**src/rtl/hba_pkg.sv**
```systemverilog
// Shared constants for the global register block.
// Assumes word-aligned byte addresses and a 32-bit data path.
package hba_pkg;

    typedef enum logic [1:0] {
        RGN_NONE = 2'd0,
        RGN_GLOB = 2'd1,
        RGN_PORT = 2'd2
    } rgn_e;

    localparam int GLOB_LIMIT   = 'h2C;   // first byte past the global window
    localparam int PORT_BASE    = 'h100;  // first port window
    localparam int PORT_SHIFT   = 7;      // log2 of the port window stride
    localparam int OFF_W        = 7;

    localparam logic [3:0] WIDX_CAP  = 4'd0;
    localparam logic [3:0] WIDX_CTRL = 4'd1;
    localparam logic [3:0] WIDX_STAT = 4'd2;
    localparam logic [3:0] WIDX_IMPL = 4'd3;
    localparam logic [3:0] WIDX_VER  = 4'd4;

    localparam int CTRL_RST_BIT = 0;
    localparam int CTRL_IE_BIT  = 1;
    localparam int CTRL_AE_BIT  = 31;
    localparam int CAP_WIDE_BIT = 31;

endpackage

```
**src/rtl/hba_addr_dec.sv**
```systemverilog
// Address decoder. Classifies a byte address into the global window,
// one of NPORTS port windows, or nothing. Purely combinational.
// Assumes ADDR_W is wide enough to hold PORT_BASE + NPORTS*stride - 1.
module hba_addr_dec
    import hba_pkg::*;
#(
    parameter int NPORTS = 4,
    parameter int ADDR_W = 12
) (
    input  logic              bus_en,
    input  logic [ADDR_W-1:0] bus_addr,
    output rgn_e              rgn,
    output logic [3:0]        glob_idx,
    output logic [NPORTS-1:0] sel,
    output logic [OFF_W-1:0]  off
);
    localparam int PIDX_W = ADDR_W - PORT_SHIFT;
    localparam logic [ADDR_W:0] GLOB_END = (ADDR_W+1)'(GLOB_LIMIT);
    localparam logic [ADDR_W:0] PBASE    = (ADDR_W+1)'(PORT_BASE);
    localparam logic [ADDR_W:0] PEND     = (ADDR_W+1)'(PORT_BASE + NPORTS * (1 << PORT_SHIFT));

    logic [ADDR_W:0]   addr_x;
    logic [ADDR_W-1:0] rel;
    logic [PIDX_W-1:0] pidx;

    // region classification from the address alone
    always_comb begin
        addr_x = {1'b0, bus_addr};
        if (addr_x < GLOB_END)
            rgn = RGN_GLOB;
        else if (addr_x >= PBASE && addr_x < PEND)
            rgn = RGN_PORT;
        else
            rgn = RGN_NONE;
    end

    assign rel      = bus_addr - ADDR_W'(PORT_BASE);
    assign pidx     = rel[ADDR_W-1:PORT_SHIFT];
    assign glob_idx = bus_addr[5:2];
    assign off      = bus_addr[OFF_W-1:0];

    // one select line per port window
    for (genvar g = 0; g < NPORTS; g++) begin : g_sel
        assign sel[g] = bus_en && (rgn == RGN_PORT) && (pidx == PIDX_W'(g));
    end

endmodule

```
**src/rtl/hba_irq_agg.sv**
```systemverilog
// Interrupt status register and host interrupt level.
// Port summaries set status bits, software writes clear them (a set at
// the same edge wins), and a soft reset clears everything.
module hba_irq_agg #(
    parameter int NPORTS = 4
) (
    input  logic              clk,
    input  logic              rst_n,
    input  logic              soft_rst,
    input  logic [NPORTS-1:0] port_irq_sum,
    input  logic              clr_en,
    input  logic [NPORTS-1:0] clr_mask,
    input  logic              ie,
    output logic [NPORTS-1:0] stat,
    output logic              irq
);
    logic [NPORTS-1:0] stat_q;
    logic [NPORTS-1:0] clr_eff;

    assign clr_eff = clr_en ? clr_mask : '0;

    // sticky status: clear-on-one, set-by-port, set wins
    always_ff @(posedge clk) begin
        if (!rst_n || soft_rst)
            stat_q <= '0;
        else
            stat_q <= (stat_q & ~clr_eff) | port_irq_sum;
    end

    // level output derived from held state only
    assign irq  = ie && (|stat_q);
    assign stat = stat_q;

endmodule

```
**src/rtl/hba_glob_rf.sv**
```systemverilog
// Controller-wide register file: capabilities, control, implemented
// ports and version, plus the read mux for the global window.
// Assumes glob_idx is only meaningful while the global window is hit.
module hba_glob_rf
    import hba_pkg::*;
#(
    parameter int          NPORTS    = 4,
    parameter logic [31:0] CAP_FLAGS = 32'h4000_0000,
    parameter logic [31:0] VERSION   = 32'h0001_0300
) (
    input  logic              clk,
    input  logic              rst_n,
    input  logic              wr_en,
    input  logic [3:0]        glob_idx,
    input  logic [31:0]       wdata,
    input  logic [NPORTS-1:0] stat,
    output logic [31:0]       rd_val,
    output logic              ie,
    output logic              rst_req,
    output logic              ctrl_rst
);
    localparam logic [31:0] CAP_VAL  = CAP_FLAGS | (32'h1 << CAP_WIDE_BIT) | 32'(NPORTS - 1);
    localparam logic [NPORTS-1:0] IMPL_BITS = '1;

    logic        ie_q;
    logic        pulse_q;
    logic        ctrl_wr;
    logic [31:0] impl_val;
    logic [31:0] stat_val;

    assign ctrl_wr = wr_en && (glob_idx == WIDX_CTRL);
    assign rst_req = ctrl_wr && wdata[CTRL_RST_BIT];

    // interrupt enable: stored on plain control writes, cleared by reset
    always_ff @(posedge clk) begin
        if (!rst_n || rst_req)
            ie_q <= 1'b0;
        else if (ctrl_wr)
            ie_q <= wdata[CTRL_IE_BIT];
    end

    // one-cycle reset pulse following a reset request
    always_ff @(posedge clk) begin
        if (!rst_n)
            pulse_q <= 1'b0;
        else
            pulse_q <= rst_req;
    end

    // zero-extend the narrow bitmaps to the bus width
    always_comb begin
        impl_val = '0;
        impl_val[NPORTS-1:0] = IMPL_BITS;
        stat_val = '0;
        stat_val[NPORTS-1:0] = stat;
    end

    // global window read mux
    always_comb begin
        case (glob_idx)
            WIDX_CAP:  rd_val = CAP_VAL;
            WIDX_CTRL: rd_val = (32'h1 << CTRL_AE_BIT) | (32'(ie_q) << CTRL_IE_BIT);
            WIDX_STAT: rd_val = stat_val;
            WIDX_IMPL: rd_val = impl_val;
            WIDX_VER:  rd_val = VERSION;
            default:   rd_val = '0;
        endcase
    end

    assign ie       = ie_q;
    assign ctrl_rst = pulse_q;

endmodule

```
**src/rtl/hba_glob_regs.sv**
```systemverilog
// Top of the global register block. Decodes the slave bus, routes port
// window accesses to the port blocks, holds the global registers and
// produces the host interrupt and the controller reset pulse.
// Assumes single-beat 32-bit accesses, no byte enables.
module hba_glob_regs
    import hba_pkg::*;
#(
    parameter int          NPORTS    = 4,
    parameter int          ADDR_W    = 12,
    parameter logic [31:0] CAP_FLAGS = 32'h4000_0000,
    parameter logic [31:0] VERSION   = 32'h0001_0300
) (
    input  logic                 clk,
    input  logic                 rst_n,
    input  logic                 bus_en,
    input  logic                 bus_we,
    input  logic [ADDR_W-1:0]    bus_addr,
    input  logic [31:0]          bus_wdata,
    output logic [31:0]          bus_rdata,
    input  logic [NPORTS*32-1:0] port_rdata,
    input  logic [NPORTS-1:0]    port_irq_sum,
    output logic [NPORTS-1:0]    port_sel,
    output logic [OFF_W-1:0]     port_off,
    output logic                 port_we,
    output logic                 ctrl_rst,
    output logic                 irq
);
    rgn_e              rgn;
    logic [3:0]        glob_idx;
    logic [31:0]       glob_rd;
    logic [31:0]       port_rd;
    logic              glob_wr;
    logic              ie;
    logic              rst_req;
    logic [NPORTS-1:0] stat;

    hba_addr_dec #(.NPORTS(NPORTS), .ADDR_W(ADDR_W)) u_dec (
        .bus_en   (bus_en),
        .bus_addr (bus_addr),
        .rgn      (rgn),
        .glob_idx (glob_idx),
        .sel      (port_sel),
        .off      (port_off)
    );

    assign glob_wr = bus_en && bus_we && (rgn == RGN_GLOB);

    hba_glob_rf #(.NPORTS(NPORTS), .CAP_FLAGS(CAP_FLAGS), .VERSION(VERSION)) u_rf (
        .clk      (clk),
        .rst_n    (rst_n),
        .wr_en    (glob_wr),
        .glob_idx (glob_idx),
        .wdata    (bus_wdata),
        .stat     (stat),
        .rd_val   (glob_rd),
        .ie       (ie),
        .rst_req  (rst_req),
        .ctrl_rst (ctrl_rst)
    );

    hba_irq_agg #(.NPORTS(NPORTS)) u_irq (
        .clk          (clk),
        .rst_n        (rst_n),
        .soft_rst     (rst_req || ctrl_rst),
        .port_irq_sum (port_irq_sum),
        .clr_en       (glob_wr && (glob_idx == WIDX_STAT)),
        .clr_mask     (bus_wdata[NPORTS-1:0]),
        .ie           (ie),
        .stat         (stat),
        .irq          (irq)
    );

    // pick the selected port's read word
    always_comb begin
        port_rd = '0;
        for (int g = 0; g < NPORTS; g++)
            if (port_sel[g])
                port_rd = port_rdata[g*32 +: 32];
    end

    // final read mux by region
    always_comb begin
        if (!bus_en)
            bus_rdata = '0;
        else if (rgn == RGN_GLOB)
            bus_rdata = glob_rd;
        else if (rgn == RGN_PORT)
            bus_rdata = port_rd;
        else
            bus_rdata = '0;
    end

    assign port_we = bus_en && bus_we && (rgn == RGN_PORT);

endmodule

```
**config.mk**
```make
export PLATFORM = sky130hd
export DESIGN_NAME = hba_glob_regs
export DESIGN_NICKNAME = d
export VERILOG_FILES = /design/src/rtl/hba_pkg.sv /design/src/rtl/hba_addr_dec.sv /design/src/rtl/hba_irq_agg.sv /design/src/rtl/hba_glob_rf.sv /design/src/rtl/hba_glob_regs.sv
export SDC_FILE = /design/constraint.sdc
export NUM_CORES = 1
export LEC_CHECK = 0
export ABC_AREA = 1
export CORE_AREA = 2 2 88 90
export CTS_CLUSTER_DIAMETER = 80
export DETAILED_ROUTE_END_ITERATION = 16
export DIE_AREA = 0 0 90 92
export PLACE_DENSITY_LB_ADDON = 0.1
export SLEW_MARGIN = 40
export SYNTH_ARGS = -nofsm -noshare
export SYNTH_HDL_FRONTEND = slang
export SYNTH_SLANG_ARGS = --single-unit
```
**constraint.sdc**
```tcl
create_clock -name clk -period 7.5 [get_ports clk]
set_input_delay 1.5 -clock clk [delete_from_list [all_inputs] [get_ports clk]]
set_output_delay 1.5 -clock clk [all_outputs]
set_load 0.005 [all_outputs]
```
## After elaboration in Yosys (flattened, before gate mapping)

Index checks and enable logic that the tools add are counted.

| word-level totals | value |
|---|---|
| register bits after elaboration | 6 |
| output and inout bits | 46 |
| word-level logic and storage cells | 50 |

| operators by class | value |
|---|---|
| $add $sub $neg | 1 |
| order comparisons | 3 |
| equality and inequality tests | 9 |
| muxes and demuxes | 11 |
| bitwise gates (word level) | 3 |
| reductions and logical operators | 20 |

Operators by type and width:

| kind | count |
|---|---|
| 32-bit 2-to-1 mux | 7 |
| 32-bit one-hot mux with 5 select lines | 1 |
| 1-bit logical AND | 13 |
| 12-bit by 9-bit >= comparator with 1-bit output, second input constant | 1 |
| 12-bit by 10-bit < comparator with 1-bit output, second input constant | 1 |
| 12-bit by 6-bit < comparator with 1-bit output, second input constant | 1 |
| 12-bit by 9-bit subtractor with 12-bit output, second input constant | 1 |
| 5-bit by 2-bit equality test with 1-bit output, second input constant | 2 |
| 4-bit by 2-bit equality test with 1-bit output, second input constant | 2 |
| 5-bit by 1-bit equality test with 1-bit output, second input constant | 1 |
| 5-bit zero test | 1 |
| 4-bit bitwise AND | 1 |
| 4-bit by 1-bit equality test with 1-bit output, second input constant | 1 |
| 4-bit by 3-bit equality test with 1-bit output, second input constant | 1 |
| 4-bit zero test | 1 |
| 2-bit 2-to-1 mux | 2 |
| 4-bit 2-to-1 mux | 1 |
| 4-bit inverter | 1 |
| 4-bit bitwise OR | 1 |
| 4-bit OR reduction | 1 |
| 1-bit logical OR | 3 |
| 2-bit by 1-bit equality test with 1-bit output, second input constant | 1 |
| 2-bit equality test, second input constant | 1 |
| 1-bit zero test | 1 |

## Depth between registers and ports, before layout

| logic depth | value |
|---|---|
| depth after elaboration | 14 |
| gate-level depth with buffers | 15 |

## Modules after synthesis

From an unflattened synthesis, not the netlist that was laid out.

| second synthesis, totals | value |
|---|---|
| cell total of the unflattened synthesis | 572 |
| area total of the unflattened synthesis | 2872.8 µm² |

By module, submodules not included:

| module | instances | cells an instance | area an instance (µm²) |
|---|---|---|---|
| hba_glob_regs | 1 | 431 | 1961.9 |
| hba_glob_rf | 1 | 61 | 409.1 |
| hba_addr_dec | 1 | 55 | 334.1 |
| hba_irq_agg | 1 | 25 | 167.7 |

## Worst setup path before layout

Ideal clock, no wire load.

| timing path | value |
|---|---|
| kind | input to output |
| from | in bus_addr[9] |
| to | out bus_rdata[25] |
| data arrival time | 3.055 ns |
| required time | 6.000 ns |
| setup slack | 2.945 ns |
| cell stages on the path | 13 |
| buffers on the path | 1 |
| cells stage by stage | inv_1 -> ha_1 -> inv_1 -> nand2_1 -> nand4_1 -> nor2_2 -> inv_2 -> nor2_2 -> buf_4 -> nand2_1 -> nand3_1 -> nand2_1 -> a21oi_1 |

| on the way | value |
|---|---|
| longest elaborated chain between the ends | 14 |
| elaborated cells between the ends (all ways) | 25 |
| those cells by class | add/sub: 1; order compare: 3; eq/ne: 5; mux: 9; reduce/logical: 7 |

Ends and longest elaborated chain:

| what | RTL line | source |
|---|---|---|
| start, declared | hba_glob_regs.sv:17 | `input logic [ADDR_W-1:0] bus_addr,` |
| 12-bit by 9-bit >= comparator with 1-bit output / 12-bit by 10-bit < comparator with 1-bit output (equally long branches) | hba_addr_dec.sv:31 | `else if (addr_x >= PBASE && addr_x < PEND)` |
| 1-bit logical AND | hba_addr_dec.sv:31 |  |
| 2-bit 2-to-1 mux | hba_addr_dec.sv:31 |  |
| 2-bit 2-to-1 mux | hba_addr_dec.sv:29 | `if (addr_x < GLOB_END)` |
| 2-bit equality test | hba_addr_dec.sv:44, hba_glob_regs.sv:87 |  |
| 1-bit logical AND (2 in series) | hba_addr_dec.sv:44 | `assign sel[g] = bus_en && (rgn == RGN_PORT) && (pidx == PIDX_W'(g));` |
| 32-bit 2-to-1 mux (4 in series) | hba_glob_regs.sv:77 | `if (port_sel[g])` |
| 32-bit 2-to-1 mux | hba_glob_regs.sv:87 | `else if (rgn == RGN_PORT)` |
| 32-bit 2-to-1 mux * | hba_glob_regs.sv:85 | `else if (rgn == RGN_GLOB)` |
| 32-bit 2-to-1 mux * | hba_glob_regs.sv:83 | `if (!bus_en)` |
| end, declared | hba_glob_regs.sv:19 | `output logic [31:0] bus_rdata,` |

Every way passes the cells marked *; elsewhere a longest branch is shown, timed or not.

## Final worst setup path

| timing path | value |
|---|---|
| from | in bus_addr[8] |
| to | out bus_rdata[17] |

The elaborated chain is that of the path after synthesis.

==> results_dict.tcl <==
set metrics [dict create \
    status "finished clean" \
    antenna_cells 0 \
    cts_sinks 6 \
    htreeDepth 1 \
    grt_setup_unrepaired "no" \
    cp.arrival_ns 4.85 \
    timing.final.crit_share 0.8471 \
    max_freq_mhz 157.4 \
    drc 0 \
    grt_max_degree 40 \
    hp-class "reg2reg" \
    slew_viol_final 0 \
    cts_resized 0 \
    switching_share 0.2764 \
    utilization 0.5548 \
    cts_buffers 3 \
    die_y_microns 92 \
    dieWidth_microns 90 \
    coreArea_sq_mm 0.007447 \
    async_reset_ff_frac 0 \
    cts_tree "built" \
    syn-cell-area_sq_mm 0.002157 \
    postCtsSetupRepairBufs 0 \
    synth.most_common_cell "nand2_1" \
    drv_cap 0 \
    ios 226 \
    drt-total-wl_mm 9.445 \
    initial_core_util 0.2897 \
    synth_edf_count 0 \
    area_growth_pct 91.53 \
    internal-power_uw 153.8 \
    worstSetupPathType "in2out" \
    whs_ns 0.4717 \
    final.setup_skew_ns 0.001234 \
    synth-seq-cells 6 \
    portBuffers 197 \
    synth-warning-count 0 \
    root_buffer "clkbuf_8" \
    detail-route-antenna-nets 0 \
    critical_path.max_fanout 27 \
    tns_ns 0 \
    first_pass_iters 4 \
    period_needed_ns 6.353 \
    grt_overflow 0 \
    dp_slack_ns 1.122 \
    fin_nets 787 \
    fin_ws_ns 1.147 \
    p_switching_uw 58.74 \
    yosysUniqueCellTypes 34 \
    drive_gt1_frac 0.05491 \
    ys_seq_area_frac 0.05568 \
    avgSynthCellArea_sq_um 5.052 \
    dieArea_sq_mm 0.008280 \
    netlist.top_cell.by_area "nand2_1" \
    yosys-top-cells-area "nand2_1 (23%), nor2_1 (13%), nand4_1 (9.0%)" \
    start_kind "input pin" \
    clk_latency_ns 0.22 \
    critPathCaptureType "output port" \
    hold_violations 0 \
    required_ns 6.00 \
    p_comb_frac 0.612 \
    clk_pin_slew_ns 0.03 \
    clkPwrFrac 0.226 \
    setup_viol 0 \
    synth_top_cells_by_count "nand2_1 (130), nor2_1 (72), o21ai_0 (34)" \
    synth_top_area_frac 0.2262 \
    irDropWorstVdd_mv 0.09090 \
    grt_pass1_vias 3032 \
    pwr-share-seq 0.162 \
    synthesis.nets 611 \
    wl_per_cell_microns 13.44 \
    power_leakage_uw 0.001809 \
    clock_path_buffers 2 \
    synth_flop_cell "dfxtp_1" \
    p_per_area_mw_per_mm2 51.45 \
    relSlewSlack 0.5553 \
    grt_pass1_wl_mm 14.77 \
    rows 32 \
    drt_iter0_drc 144 \
    power_uw 212.5 \
    antenna_found_initial 0 \
    tightest_slew_ns 0.6649 \
    dp_hpwl_mm 7.554 \
    num_vias 3299 \
    via_per_inst 4.693 \
    place_congestion 0.8372 \
    grtUsageTotal 0.2133 \
    synth_cells 427 \
    cts-hold-fix-buffers 0 \
]
metal layers:
layer  global-route usage  vias up  wire length [microns]
li1                     -     1728                      -
met1               0.2738     1422                   3948
met2               0.3747      131                   4590
met3              0.03451       18                    720
met4              0.04872        0                    186
met5                    0        -                      0
power groups by stage:
stage	clock, uW	combinational (uW)	sequential, uW
3_5_place_dp	0	129	34.9
3_3_place_gp	0	128	34.9
4_1_cts	49.2	130	34.4
6_report	47.9	130	34.4
5_1_grt	50.5	141	34.6
2_1_floorplan	0	38.9	34.7
flip-flops by register name, indices dropped and copies added, names as in the netlist:
name	cells
u_rf.ie	1
u_irq.stat	4
u_rf.ctrl_rst	1
cell usage in the layout, fill, tap and decap left out, types with 3 or more instances in the layout:
master	instances
nand2_2	3
nand2_1	130
clkbuf_8	3
nand3b_1	5
inv_1	31
ha_1	4
buf_4	4
nand3_1	19
dfxtp_1	6
o21ai_0	34
nand4_1	31
a21oi_1	18
inv_2	5
or2_0	6
nor2_1	72
o21ai_1	7
nor2_2	4
clkdlybuf4s50_1	197
nand3_2	3
path summary, 6_finish.rpt:
path	startpoint	end	slack [ns]	depth (start not counted)
setup reg to reg	u_rf.ctrl_rst	u_irq.stat[2]	6.67	2
hold reg to reg	u_irq.stat[1]	u_irq.stat[1]	0.47	2
hold / removal	u_irq.stat[1]	u_irq.stat[1]	0.47	2
setup / recovery	bus_addr[8]	bus_rdata[17]	1.15	13
kinds of logic after synthesis:
logic type,count (synthesis),synth area share
flops,6,0.05569
compound gates,65,0.1601
fa+ha+maj,4,0.02320
buf+inv,67,0.1560
simple gates,285,0.6050
metrics by stage:
step | instances | instance area (sq um)
after global routing | 703 | 4131
final | 703 | 4131
after floorplan | 427 | 2157
after detailed placement | 700 | 4090
after global placement | 700 | 4090
after CTS | 703 | 4131
area by class of cell:
cell class / count / area [sq um]
Fill cell: 762 / 3316
Timing Repair Buffer: 201 / 2002
Tap cell: 102 / 127.6
Clock buffer: 3 / 41.29
Inverter: 37 / 140.1
Multi-Input combinational cell: 354 / 1700
Sequential cell: 6 / 120.1
critical path, cell delays in order:
cell and delay [ns]:
clkdlybuf4s50_1 0.59, inv_2 0.11, ha_1 0.27, nand3_2 0.26
nand3_2 0.20, nor2_4 0.48, nand2_2 0.25, clkinv_2 0.29
nand2_1 0.08, nand2_1 0.06, nor2_1 0.05, nor2_1 0.16
clkdlybuf4s50_1 0.53
Note: power is estimated with default switching activity, not from simulation.
